### config.mk
export PLATFORM = sky130hd
export DESIGN_NAME = io_freeze_seq
export DESIGN_NICKNAME = d
export VERILOG_FILES = /design/src/rtl/frz_pkg.sv /design/src/rtl/frz_gap_timer.sv /design/src/rtl/frz_seq_fsm.sv /design/src/rtl/frz_chan_regs.sv /design/src/rtl/io_freeze_seq.sv
export SDC_FILE = /design/constraint.sdc
export NUM_CORES = 1
export LEC_CHECK = 0
export BUFFER_PORTS_ARGS = -buffer_cell sky130_fd_sc_hd__buf_4
export CAP_MARGIN = 25
export CORE_ASPECT_RATIO = 0.6
export CORE_UTILIZATION = 40
export CTS_BUF_LIST = sky130_fd_sc_hd__clkbuf_4 sky130_fd_sc_hd__clkbuf_8 sky130_fd_sc_hd__clkbuf_16
export DETAILED_ROUTE_END_ITERATION = 6
export GPL_TIMING_DRIVEN = 0
export PLACE_DENSITY_LB_ADDON = 0.15
export SLEW_MARGIN = 20
export SYNTH_ARGS = -nofsm -noshare
export SYNTH_HDL_FRONTEND = slang
export SYNTH_SLANG_ARGS = --single-unit
export TNS_END_PERCENT = 50
### constraint.sdc
create_clock -name clk -period 1.9 [get_ports clk]
set_input_delay 0.38 -clock clk [delete_from_list [all_inputs] [get_ports clk]]
set_output_delay 0.38 -clock clk [all_outputs]
set_load 0.01 [all_outputs]
### src/rtl/frz_pkg.sv
// Shared types and constants for the IO freeze sequencer.
package frz_pkg;

    typedef enum logic {
        OP_FREEZE = 1'b0,
        OP_THAW   = 1'b1
    } frz_op_e;

    // Pad protection controls of one channel
    typedef struct packed {
        logic slew_n;
        logic pullup_n;
        logic tristate_n;
        logic bushold_n;
        logic cfg_done;
    } pad_ctl_t;

    localparam int FREEZE_STEPS = 2;
    localparam int THAW_STEPS   = 3;
    localparam int STEP_W       = 2;

endpackage

### src/rtl/frz_gap_timer.sv
// Gap timer: after a load it counts GAP_CYC-1 cycles down to zero.
// Assumes it is loaded only while zero is high.
module frz_gap_timer #(
    parameter int GAP_CYC = 5
) (
    input  logic clk,
    input  logic rst_n,
    input  logic load,
    output logic zero
);
    localparam int CW = (GAP_CYC > 1) ? $clog2(GAP_CYC) : 1;
    localparam logic [CW-1:0] RELOAD = CW'(GAP_CYC - 1);

    logic [CW-1:0] cnt_q;

    // Reload on a step, otherwise count down to zero
    always_ff @(posedge clk) begin
        if (!rst_n)
            cnt_q <= '0;
        else if (load)
            cnt_q <= RELOAD;
        else if (cnt_q != '0)
            cnt_q <= cnt_q - 1'b1;
    end

    assign zero = (cnt_q == '0);
endmodule

### src/rtl/frz_seq_fsm.sv
// Sequence control: accepts a request, then walks the channels in
// ascending order and issues one step strobe each time the gap expires.
// Assumes the gap timer reads zero while idle.
module frz_seq_fsm
    import frz_pkg::*;
#(
    parameter int NUM_CH = 3,
    localparam int CH_W  = (NUM_CH > 1) ? $clog2(NUM_CH) : 1
) (
    input  logic              clk,
    input  logic              rst_n,
    input  logic              sw_sel,
    input  logic              freeze_req,
    input  logic              thaw_req,
    input  logic              gap_zero,
    output logic              busy,
    output frz_op_e           op,
    output logic              step_en,
    output logic [CH_W-1:0]   step_ch,
    output logic [STEP_W-1:0] step_idx,
    output logic              gap_load
);
    localparam logic [CH_W-1:0] LAST_CH = CH_W'(NUM_CH - 1);

    logic              busy_q;
    frz_op_e           op_q;
    logic [CH_W-1:0]   ch_q;
    logic [STEP_W-1:0] idx_q;
    logic              accept;
    logic              last_idx;
    logic              last_step;

    // Acceptance: idle, software mode, any request; freeze has priority
    always_comb begin
        accept    = !busy_q && sw_sel && (freeze_req || thaw_req);
        last_idx  = (op_q == OP_FREEZE) ? (idx_q == STEP_W'(FREEZE_STEPS - 1))
                                        : (idx_q == STEP_W'(THAW_STEPS - 1));
        last_step = last_idx && (ch_q == LAST_CH);
        step_en   = busy_q && gap_zero;
        gap_load  = step_en && !last_step;
    end

    // Sequence state: operation, channel and step position
    always_ff @(posedge clk) begin
        if (!rst_n) begin
            busy_q <= 1'b0;
            op_q   <= OP_FREEZE;
            ch_q   <= '0;
            idx_q  <= '0;
        end else if (accept) begin
            busy_q <= 1'b1;
            op_q   <= freeze_req ? OP_FREEZE : OP_THAW;
            ch_q   <= '0;
            idx_q  <= '0;
        end else if (step_en) begin
            if (last_step) begin
                busy_q <= 1'b0;
            end else if (last_idx) begin
                ch_q  <= ch_q + 1'b1;
                idx_q <= '0;
            end else begin
                idx_q <= idx_q + 1'b1;
            end
        end
    end

    assign busy     = busy_q;
    assign op       = op_q;
    assign step_ch  = ch_q;
    assign step_idx = idx_q;
endmodule

### src/rtl/frz_chan_regs.sv
// One channel's pad control register and frozen flag. Applies the step
// named by the sequencer when the strobe addresses this channel.
// Resets to the frozen state.
module frz_chan_regs
    import frz_pkg::*;
(
    input  logic              clk,
    input  logic              rst_n,
    input  logic              hit,
    input  frz_op_e           op,
    input  logic [STEP_W-1:0] step_idx,
    output pad_ctl_t          ctl,
    output logic              frozen
);
    pad_ctl_t ctl_q;
    logic     frz_q;

    // Step application; the flag moves with the final step only
    always_ff @(posedge clk) begin
        if (!rst_n) begin
            ctl_q <= '0;
            frz_q <= 1'b1;
        end else if (hit) begin
            if (op == OP_FREEZE) begin
                case (step_idx)
                    2'd0: begin
                        ctl_q.slew_n     <= 1'b0;
                        ctl_q.pullup_n   <= 1'b0;
                        ctl_q.tristate_n <= 1'b0;
                    end
                    default: begin
                        ctl_q.bushold_n  <= 1'b0;
                        ctl_q.cfg_done   <= 1'b0;
                        frz_q            <= 1'b1;
                    end
                endcase
            end else begin
                case (step_idx)
                    2'd0: begin
                        ctl_q.bushold_n  <= 1'b1;
                        ctl_q.cfg_done   <= 1'b1;
                    end
                    2'd1: begin
                        ctl_q.pullup_n   <= 1'b1;
                        ctl_q.tristate_n <= 1'b1;
                    end
                    default: begin
                        ctl_q.slew_n     <= 1'b1;
                        frz_q            <= 1'b0;
                    end
                endcase
            end
        end
    end

    assign ctl    = ctl_q;
    assign frozen = frz_q;
endmodule

### src/rtl/io_freeze_seq.sv
// Top of the IO freeze sequencer: one sequencer, one gap timer and one
// register slice per channel. GAP_CYC is the minimum step spacing,
// rounded up from GAP_NS at clock period CLK_PERIOD_PS.
module io_freeze_seq
    import frz_pkg::*;
#(
    parameter int NUM_CH        = 3,
    parameter int CLK_PERIOD_PS = 4000,
    parameter int GAP_NS        = 20
) (
    input  logic              clk,
    input  logic              rst_n,
    input  logic              sw_sel,
    input  logic              freeze_req,
    input  logic              thaw_req,
    output logic [NUM_CH-1:0] slew_n,
    output logic [NUM_CH-1:0] pullup_n,
    output logic [NUM_CH-1:0] tristate_n,
    output logic [NUM_CH-1:0] bushold_n,
    output logic [NUM_CH-1:0] cfg_done,
    output logic [NUM_CH-1:0] frozen,
    output logic              busy
);
    localparam int GAP_RAW = (GAP_NS * 1000 + CLK_PERIOD_PS - 1) / CLK_PERIOD_PS;
    localparam int GAP_CYC = (GAP_RAW < 1) ? 1 : GAP_RAW;
    localparam int CH_W    = (NUM_CH > 1) ? $clog2(NUM_CH) : 1;

    logic              gap_zero;
    logic              gap_load;
    logic              step_en;
    frz_op_e           op;
    logic [CH_W-1:0]   step_ch;
    logic [STEP_W-1:0] step_idx;

    frz_gap_timer #(.GAP_CYC(GAP_CYC)) u_gap (
        .clk   (clk),
        .rst_n (rst_n),
        .load  (gap_load),
        .zero  (gap_zero)
    );

    frz_seq_fsm #(.NUM_CH(NUM_CH)) u_fsm (
        .clk        (clk),
        .rst_n      (rst_n),
        .sw_sel     (sw_sel),
        .freeze_req (freeze_req),
        .thaw_req   (thaw_req),
        .gap_zero   (gap_zero),
        .busy       (busy),
        .op         (op),
        .step_en    (step_en),
        .step_ch    (step_ch),
        .step_idx   (step_idx),
        .gap_load   (gap_load)
    );

    for (genvar c = 0; c < NUM_CH; c++) begin : g_ch
        pad_ctl_t ctl;

        frz_chan_regs u_regs (
            .clk      (clk),
            .rst_n    (rst_n),
            .hit      (step_en && (step_ch == CH_W'(c))),
            .op       (op),
            .step_idx (step_idx),
            .ctl      (ctl),
            .frozen   (frozen[c])
        );

        assign slew_n[c]     = ctl.slew_n;
        assign pullup_n[c]   = ctl.pullup_n;
        assign tristate_n[c] = ctl.tristate_n;
        assign bushold_n[c]  = ctl.bushold_n;
        assign cfg_done[c]   = ctl.cfg_done;
    end
endmodule

==> metrics.txt, run 1 <==
# TYPE chip_impl_metric gauge
chip_impl_metric{name="power_density",unit="nW/um^2"} 821
chip_impl_info{name="outcome",value="finished with violations"} 1
chip_impl_metric{name="crit_fanout",unit=""} 8
chip_impl_metric{name="detail_route.first_pass.iterations",unit=""} 6
chip_impl_metric{name="antenna_found_initial",unit=""} 0
chip_impl_metric{name="wl_per_cell",unit="um"} 14.2
chip_impl_info{name="grt-busiest-layer",value="met2"} 1
chip_impl_info{name="timing.hold.worst.class",value="in2reg"} 1
chip_impl_metric{name="sequential_cell_area_fraction_in_the_yosys_report",unit="%"} 37.3
chip_impl_metric{name="numPortBuffers",unit=""} 23
chip_impl_metric{name="synth.cell_area",unit="um^2"} 1130
chip_impl_metric{name="global_route_met3_usage",unit="%"} 6.18
chip_impl_metric{name="global_route.overflow_total",unit=""} 0
chip_impl_metric{name="ctsResizeCount",unit=""} 0
chip_impl_metric{name="minimum_setup_slack_after_placement",unit="ns"} 0.228
chip_impl_metric{name="final-hold-violation-count",unit=""} 0
chip_impl_metric{name="cts_post_setup_buffers_inserted",unit=""} 0
chip_impl_metric{name="final_layout_size_suffix_gt1_share",unit="%"} 27.1
chip_impl_metric{name="timing.final.setup_violations",unit=""} 0
chip_impl_metric{name="holdBufCountCts",unit=""} 0
chip_impl_metric{name="fmax",unit="GHz"} 0.585
chip_impl_metric{name="routed_via_density",unit=""} 5.47
chip_impl_metric{name="rows",unit=""} 14
chip_impl_metric{name="die_h",unit="um"} 43.1
chip_impl_metric{name="groute.layer.met1.usage",unit="%"} 25.2
chip_impl_metric{name="post-route-drc-count",unit=""} 4
chip_impl_metric{name="n_antenna_cell",unit=""} 0
chip_impl_metric{name="worstMarginPinSlew",unit="ns"} 0.549
chip_impl_metric{name="finalClockSkew",unit="ns"} 0.00315
chip_impl_metric{name="clk_latency",unit="ns"} 0.26
chip_impl_metric{name="relSlewSlack",unit="%"} 63.0
chip_impl_metric{name="max-vdd-ir-drop",unit="mV"} 0.380
chip_impl_metric{name="synthesis.area_per_instance",unit="um^2"} 8.82
chip_impl_metric{name="clock_sink_count",unit=""} 21
chip_impl_metric{name="fin_tns_setup",unit="ns"} 0
chip_impl_metric{name="min_period_over_period",unit="%"} 89.9
chip_impl_metric{name="flow.area_growth_from_synthesis",unit="%"} 22.9
chip_impl_metric{name="combinationalPowerShare",unit="%"} 30.0
chip_impl_metric{name="floorplan.core_area",unit="um^2"} 2590
chip_impl_metric{name="synth_nets",unit=""} 143
chip_impl_metric{name="post-dp-hpwl",unit="um"} 1980
chip_impl_metric{name="netlist_instances",unit=""} 128
chip_impl_metric{name="power_frac_seq",unit="%"} 43.7
chip_impl_metric{name="ys_ff_latch",unit=""} 21
chip_impl_info{name="cts_root_buf",value="sky130_fd_sc_hd__clkbuf_8"} 1
chip_impl_metric{name="grt_pass1_wl",unit="um"} 4280
chip_impl_metric{name="layout.nets",unit=""} 171
chip_impl_metric{name="nFillCells",unit=""} 257
chip_impl_metric{name="globalRouteTotalUtil",unit="%"} 18.8
chip_impl_metric{name="antenna_violating_nets_post_route",unit=""} 0
chip_impl_metric{name="grt_start_max_net_pins",unit=""} 13
chip_impl_metric{name="required",unit="ns"} 2.06
chip_impl_metric{name="setup_slack",unit="ns"} 0.192
chip_impl_metric{name="swShare",unit="%"} 34.1
chip_impl_metric{name="grt_pass1_vias",unit=""} 891
chip_impl_metric{name="postRouteWirelength",unit="um"} 2650
chip_impl_metric{name="pin_count",unit=""} 24
chip_impl_metric{name="cts.clk_slew.worst_paths",unit="ns"} 0.08
chip_impl_metric{name="start_util",unit="%"} 43.5
chip_impl_metric{name="slew_violations",unit=""} 0
chip_impl_metric{name="power_frac_clock",unit="%"} 26.3
chip_impl_metric{name="drtIter0Drc",unit=""} 68
chip_impl_metric{name="ctsLongestPathBuffers",unit=""} 2
chip_impl_metric{name="leakage",unit="nW"} 0.559
chip_impl_info{name="tritoncts_clock_tree",value="built"} 1
chip_impl_info{name="rsz0062_at_grt",value="no"} 1
chip_impl_metric{name="dieWidth",unit="um"} 70.6
chip_impl_info{name="timing.setup.critical_path_class",value="reg2reg"} 1
chip_impl_metric{name="h_tree_depth_reported_by_cts",unit=""} 1
chip_impl_metric{name="total_via_count_after_detailed_routing",unit=""} 1022
chip_impl_metric{name="yosysWarnings",unit=""} 0
chip_impl_metric{name="cts_inserted_buffers",unit=""} 3
chip_impl_metric{name="p_sw",unit="mW"} 0.389
chip_impl_metric{name="fin_crit",unit="ns"} 1.71
chip_impl_metric{name="power_after_layout",unit="mW"} 1.14
chip_impl_metric{name="place.gp.congestion",unit=""} 0.800
chip_impl_metric{name="max_cap_violations",unit=""} 0
chip_impl_info{name="violations_in_the_final_reports",value="DRC"} 1
chip_impl_metric{name="netlist-cell-type-count",unit=""} 34
chip_impl_info{name="timing.critical_path.from_type",value="flip-flop"} 1
chip_impl_metric{name="timing.critical_path.arrival",unit="ns"} 1.86
chip_impl_metric{name="power.internal",unit="mW"} 0.750
chip_impl_metric{name="die_area",unit="um^2"} 3040
chip_impl_metric{name="grt_use_met2",unit="%"} 29.1
chip_impl_info{name="crit_path_end_kind",value="flip-flop"} 1
==> layout by cell type, fill, tap and decap left out, types with 2 or more instances in the layout <==
cell / n
sky130_fd_sc_hd__nand4_1: 4
sky130_fd_sc_hd__clkbuf_8: 3
sky130_fd_sc_hd__nor2b_1: 5
sky130_fd_sc_hd__a31oi_1: 3
sky130_fd_sc_hd__or4_1: 2
sky130_fd_sc_hd__a21oi_1: 8
sky130_fd_sc_hd__and4b_1: 2
sky130_fd_sc_hd__dfxtp_1: 21
sky130_fd_sc_hd__nand3_1: 5
sky130_fd_sc_hd__o31ai_1: 2
sky130_fd_sc_hd__nor2_1: 4
sky130_fd_sc_hd__inv_1: 11
sky130_fd_sc_hd__o21ai_0: 8
sky130_fd_sc_hd__nor3_1: 3
sky130_fd_sc_hd__a221o_1: 3
sky130_fd_sc_hd__ha_1: 10
sky130_fd_sc_hd__buf_4: 33
sky130_fd_sc_hd__nand2_1: 7
sky130_fd_sc_hd__o22ai_1: 4
==> power groups by stage <==
stage               logic (mW)  registers [mW]  clock network, mW
floorplan                0.253           0.504                  0
global placement         0.320           0.506                  0
detailed placement       0.330           0.508                  0
CTS                      0.336           0.499              0.299
global route             0.393           0.503              0.325
finish                   0.341           0.498              0.300
==> routing by layer <==
layer | vias to the layer above | wire (um)
met2 | 44 | 1160
met5 | - | 0
li1 | 502 | -
met1 | 472 | 1250
met4 | 0 | 15
met3 | 4 | 226
==> registers in the layout (all words and copies together), names as in the netlist <==
register            count
u_fsm.step_ch           2
g_ch.u_regs.frozen      3
u_fsm.busy              1
g_ch.u_regs.ctl         9
u_fsm.op                1
u_gap.cnt_q             3
u_fsm.step_idx          2
==> synth_stat cells <==
master / number / area, um^2
sky130_fd_sc_hd__a211oi_1: 1 / 7.51
sky130_fd_sc_hd__a21oi_1: 8 / 40.0
sky130_fd_sc_hd__a21oi_2: 1 / 8.76
sky130_fd_sc_hd__a221o_1: 3 / 30.0
sky130_fd_sc_hd__a31oi_1: 3 / 18.8
sky130_fd_sc_hd__and2_1: 1 / 6.26
sky130_fd_sc_hd__and4b_1: 2 / 20.0
sky130_fd_sc_hd__buf_2: 1 / 5.00
sky130_fd_sc_hd__buf_4: 10 / 75.1
sky130_fd_sc_hd__buf_6: 1 / 11.3
sky130_fd_sc_hd__clkbuf_1: 1 / 3.75
sky130_fd_sc_hd__clkinv_1: 1 / 3.75
sky130_fd_sc_hd__dfxtp_1: 21 / 420
sky130_fd_sc_hd__ha_1: 10 / 125
sky130_fd_sc_hd__inv_1: 11 / 41.3
sky130_fd_sc_hd__mux2_2: 1 / 11.3
sky130_fd_sc_hd__mux2i_1: 1 / 10.0
sky130_fd_sc_hd__nand2_1: 7 / 26.3
sky130_fd_sc_hd__nand3_1: 5 / 25.0
sky130_fd_sc_hd__nand3_2: 1 / 10.0
sky130_fd_sc_hd__nand4_1: 4 / 25.0
sky130_fd_sc_hd__nand4b_1: 1 / 8.76
sky130_fd_sc_hd__nor2_1: 4 / 15.0
sky130_fd_sc_hd__nor2b_1: 5 / 31.3
sky130_fd_sc_hd__nor3_1: 3 / 15.0
sky130_fd_sc_hd__o211ai_1: 1 / 7.51
sky130_fd_sc_hd__o21a_1: 1 / 7.51
sky130_fd_sc_hd__o21ai_0: 8 / 40.0
sky130_fd_sc_hd__o22ai_1: 4 / 25.0
sky130_fd_sc_hd__o31ai_1: 2 / 15.0
sky130_fd_sc_hd__o32ai_1: 1 / 8.76
sky130_fd_sc_hd__or3_1: 1 / 6.26
sky130_fd_sc_hd__or4_1: 2 / 15.0
sky130_fd_sc_hd__xor2_1: 1 / 8.76
==> through the flow <==
step	utilization, %	cell area [um^2]	hold WS, ns	cells
final	53.5	1390	0.295	187
after global routing	53.5	1390	0.303	187
after CTS	53.5	1390	0.297	187
after detailed placement	51.7	1340	0.476	183
after global placement	51.7	1340	0.472	183
after floorplan	-	1130	0.457	128
==> final cells by class <==
type                    count  area, um^2  share of cell area [%]
plain buffers              13        95.1                    6.85
repair buffers             23         173                    12.4
clock inverters             1        5.00                   0.361
clock buffers               3        41.3                    2.98
inverters                  12        45.0                    3.25
flip-flops and latches     21         420                    30.3
multi-input cells          82         568                    40.9
well taps                  32        40.0                    2.89
==> critical path: stages (launching register included) <==
cell and delay [ns]:
sky130_fd_sc_hd__dfxtp_1 0.42, sky130_fd_sc_hd__inv_1 0.10, sky130_fd_sc_hd__ha_1 0.30, sky130_fd_sc_hd__and4b_1 0.40, sky130_fd_sc_hd__nand2_1 0.08, sky130_fd_sc_hd__a221o_1 0.30
==> cell families after synthesis <==
| group | count (synthesis) | synth area share [%] |
|---|---|---|
| XOR/XNOR | 1 | 0.776 |
| adder cells (fa/ha/maj) | 10 | 11.1 |
| buffers and inverters | 25 | 12.4 |
| multiplexers | 2 | 1.88 |
| flip-flops | 21 | 37.3 |
| AND/OR/NAND/NOR | 36 | 18.1 |
| AO/OA/AOI/OAI | 33 | 18.5 |
==> path summary, 6_finish.rpt <==
path / slack, ns / start / to / cells past startpoint
worst min-delay path: 0.29 / freeze_req / u_fsm.op$_SDFFE_PN0P_ / 2
worst min register to register: 0.49 / g_ch[0].u_regs.ctl[4]$_SDFFE_PN0P_ / g_ch[0].u_regs.ctl[4]$_SDFFE_PN0P_ / 2
worst max-delay path: 0.19 / u_fsm.step_idx[0]$_SDFFE_PP0P_ / g_ch[0].u_regs.frozen$_SDFFE_PN1P_ / 5
worst max register to register: 0.19 / u_fsm.step_idx[0]$_SDFFE_PP0P_ / g_ch[0].u_regs.frozen$_SDFFE_PN1P_ / 5
Note: power is estimated with default switching activity, not from simulation.
==> inputs of run 2 (changes only) <==
CELL_PAD_IN_SITES_DETAIL_PLACEMENT = 1   (was default)
CELL_PAD_IN_SITES_GLOBAL_PLACEMENT = 2   (was default)
CORE_UTILIZATION = 31   (was 40)
==> metrics.txt, run 2 (synthesis results as in run 1) <==
# TYPE chip_impl_metric gauge
chip_impl_metric{name="die_area",unit="um^2"} 3890
chip_impl_metric{name="nFillCells",unit=""} 420
chip_impl_metric{name="final-hold-violation-count",unit=""} 0
chip_impl_info{name="cp_slowest_cell",value="sky130_fd_sc_hd__dfxtp_1"} 1
chip_impl_metric{name="die_h",unit="um"} 48.7
chip_impl_metric{name="drtIter0Drc",unit=""} 25
chip_impl_metric{name="slew_violations",unit=""} 0
chip_impl_info{name="timing.hold.worst.class",value="in2reg"} 1
chip_impl_metric{name="post-route-drc-count",unit=""} 0
chip_impl_metric{name="postRouteWirelength",unit="um"} 2940
chip_impl_info{name="timing.critical_path.from_type",value="flip-flop"} 1
chip_impl_metric{name="power_frac_clock",unit="%"} 26.9
chip_impl_metric{name="power_frac_seq",unit="%"} 42.9
chip_impl_metric{name="routed_via_density",unit=""} 5.10
chip_impl_metric{name="floorplan.core_area",unit="um^2"} 3360
chip_impl_metric{name="global_route.overflow_total",unit=""} 0
chip_impl_metric{name="grt_pass1_wl",unit="um"} 5060
chip_impl_metric{name="place.gp.congestion",unit=""} 0.748
chip_impl_metric{name="largest_reg_flops",unit=""} 9
chip_impl_metric{name="grt_pass1_vias",unit=""} 1045
chip_impl_metric{name="min_period_over_period",unit="%"} 90.5
chip_impl_info{name="outcome",value="completed"} 1
chip_impl_metric{name="worst-r2r-setup-slack",unit="ns"} 0.18
chip_impl_metric{name="timing.critical_path.arrival",unit="ns"} 1.88
chip_impl_metric{name="rows",unit=""} 16
chip_impl_metric{name="ctsResizeCount",unit=""} 0
chip_impl_metric{name="combinationalPowerShare",unit="%"} 30.2
chip_impl_metric{name="required",unit="ns"} 2.06
chip_impl_metric{name="start_util",unit="%"} 33.6
chip_impl_metric{name="n_antenna_cell",unit=""} 0
chip_impl_metric{name="max-vdd-ir-drop",unit="mV"} 0.395
chip_impl_metric{name="numPortBuffers",unit=""} 23
chip_impl_metric{name="total_via_count_after_detailed_routing",unit=""} 1020
chip_impl_metric{name="worstMarginPinSlew",unit="ns"} 0.537
chip_impl_info{name="cts_root_buf",value="sky130_fd_sc_hd__clkbuf_8"} 1
chip_impl_metric{name="globalRouteTotalUtil",unit="%"} 17.0
chip_impl_metric{name="grt_start_max_net_pins",unit=""} 14
chip_impl_metric{name="dieWidth",unit="um"} 79.9
chip_impl_metric{name="antenna_violating_nets_post_route",unit=""} 0
chip_impl_metric{name="crit_fanout",unit=""} 8
chip_impl_metric{name="layout.nets",unit=""} 171
chip_impl_info{name="mostFrequentLayoutCell",value="sky130_fd_sc_hd__buf_4"} 1
chip_impl_metric{name="power_density",unit="nW/um^2"} 824
chip_impl_metric{name="timing.final.setup_violations",unit=""} 0
chip_impl_metric{name="relSlewSlack",unit="%"} 64.2
chip_impl_info{name="worstPathCellList",value="inv_1 > ha_1 > and4b_1 > nand2_1 > a221o_1"} 1
chip_impl_metric{name="ctsLongestPathBuffers",unit=""} 2
chip_impl_metric{name="p_sw",unit="mW"} 0.405
chip_impl_metric{name="max_cap_violations",unit=""} 0
chip_impl_metric{name="cts_inserted_buffers",unit=""} 3
chip_impl_metric{name="fin_tns_setup",unit="ns"} 0
chip_impl_info{name="startpoint",value="u_fsm.step_idx[0]$_SDFFE_PP0P_"} 1
chip_impl_metric{name="fin_crit",unit="ns"} 1.72
chip_impl_info{name="timing.setup.critical_path_class",value="reg2reg"} 1
chip_impl_info{name="reg2reg_from",value="u_fsm.step_idx[0]$_SDFFE_PP0P_"} 1
chip_impl_metric{name="holdBufCountCts",unit=""} 0
chip_impl_metric{name="timing.critical_path.slowest_cell_delay",unit="ns"} 0.42
chip_impl_metric{name="cts.clk_slew.worst_paths",unit="ns"} 0.09
chip_impl_metric{name="post-dp-hpwl",unit="um"} 2310
chip_impl_info{name="rsz0062_at_grt",value="no"} 1
chip_impl_info{name="layout.cells.most_common_list",value="33 x sky130_fd_sc_hd__buf_4, 21 x sky130_fd_sc_hd__dfxtp_1, 11 x sky130_fd_sc_hd__inv_1"} 1
chip_impl_info{name="crit_path_end_kind",value="flip-flop"} 1
chip_impl_metric{name="clk_latency",unit="ns"} 0.27
chip_impl_info{name="worst_path_dominant_cell_family",value="simple AND/OR/NAND/NOR gates"} 1
chip_impl_metric{name="flow.area_growth_from_synthesis",unit="%"} 24.6
chip_impl_metric{name="swShare",unit="%"} 35.0
chip_impl_metric{name="pin_count",unit=""} 24
chip_impl_metric{name="crit_buf_inv",unit=""} 1
chip_impl_metric{name="detail_route.first_pass.iterations",unit=""} 4
chip_impl_metric{name="clock_sink_count",unit=""} 21
chip_impl_info{name="hold_path_startpoint",value="freeze_req"} 1
chip_impl_metric{name="leakage",unit="nW"} 0.555
chip_impl_metric{name="wl_per_cell",unit="um"} 14.7
chip_impl_metric{name="minimum_setup_slack_after_placement",unit="ns"} 0.210
chip_impl_metric{name="antenna_found_initial",unit=""} 0
chip_impl_metric{name="h_tree_depth_reported_by_cts",unit=""} 1
chip_impl_metric{name="final_layout_size_suffix_gt1_share",unit="%"} 27.1
chip_impl_metric{name="power.internal",unit="mW"} 0.754
chip_impl_metric{name="cts_post_setup_buffers_inserted",unit=""} 0
chip_impl_info{name="tritoncts_clock_tree",value="built"} 1
chip_impl_metric{name="fmax",unit="GHz"} 0.582
chip_impl_metric{name="setup_slack",unit="ns"} 0.181
chip_impl_metric{name="finalClockSkew",unit="ns"} 0.00740
[run 2: cell types whose count changed in the layout (fill, tap and decap cells not counted)]
cell and delta:
sky130_fd_sc_hd__clkinv_2 -1, sky130_fd_sc_hd__clkinvlp_4 +1
[run 2: worst reg2reg max path, cell delays in order, from the launching register on]
cell	delay [ns]
sky130_fd_sc_hd__dfxtp_1	0.42
sky130_fd_sc_hd__inv_1	0.09
sky130_fd_sc_hd__ha_1	0.30
sky130_fd_sc_hd__and4b_1	0.41
sky130_fd_sc_hd__nand2_1	0.09
sky130_fd_sc_hd__a221o_1	0.30
[run 2: layout make-up]
type | instances | area, um^2 | area share [%]
clock buffer | 3 | 41.3 | 2.94
timing repair buffer | 23 | 173 | 12.3
sequential | 21 | 420 | 29.9
multi-input combinational | 82 | 568 | 40.4
clock inverter | 1 | 7.51 | 0.534
inverter | 12 | 45.0 | 3.20
tap | 45 | 56.3 | 4.00
buffer | 13 | 95.1 | 6.76
[run 2: routing by layer]
layer	GRT usage (%)	share of wire (%)	vias to the layer above
met5	0	0	-
met4	2.68	0.44	0
met3	3.96	3.2	2
met2	26.8	43	16
met1	24.0	53	499
li1	-	-	503
[run 2: final timing paths]
| kind | endpoint | depth (start not counted) |
|---|---|---|
| max | g_ch[0].u_regs.frozen$_SDFFE_PN1P_ | 5 |
| min | u_fsm.op$_SDFFE_PN0P_ | 2 |
| max reg2reg | g_ch[0].u_regs.frozen$_SDFFE_PN1P_ | 5 |
| min reg2reg | g_ch[1].u_regs.ctl[4]$_SDFFE_PN0P_ | 2 |
[run 2: power groups by stage]
stage / clock (mW) / combinational (mW) / sequential [mW]
floorplan: 0 / 0.253 / 0.504
global placement: 0 / 0.331 / 0.506
detailed placement: 0 / 0.346 / 0.509
CTS: 0.320 / 0.351 / 0.498
global route: 0.341 / 0.398 / 0.503
finish: 0.312 / 0.350 / 0.498
[run 2: through the flow]
stage	cells	utilization, %	hold WS (ns)	instance area [um^2]	total power, mW
6_report	200	41.8	0.291	1410	1.16
5_1_grt	200	41.8	0.297	1410	1.24
4_1_cts	200	41.8	0.289	1410	1.17
3_5_place_dp	196	40.4	0.481	1360	0.855
3_3_place_gp	196	40.4	0.472	1360	0.837
2_1_floorplan	128	-	0.457	1130	0.758
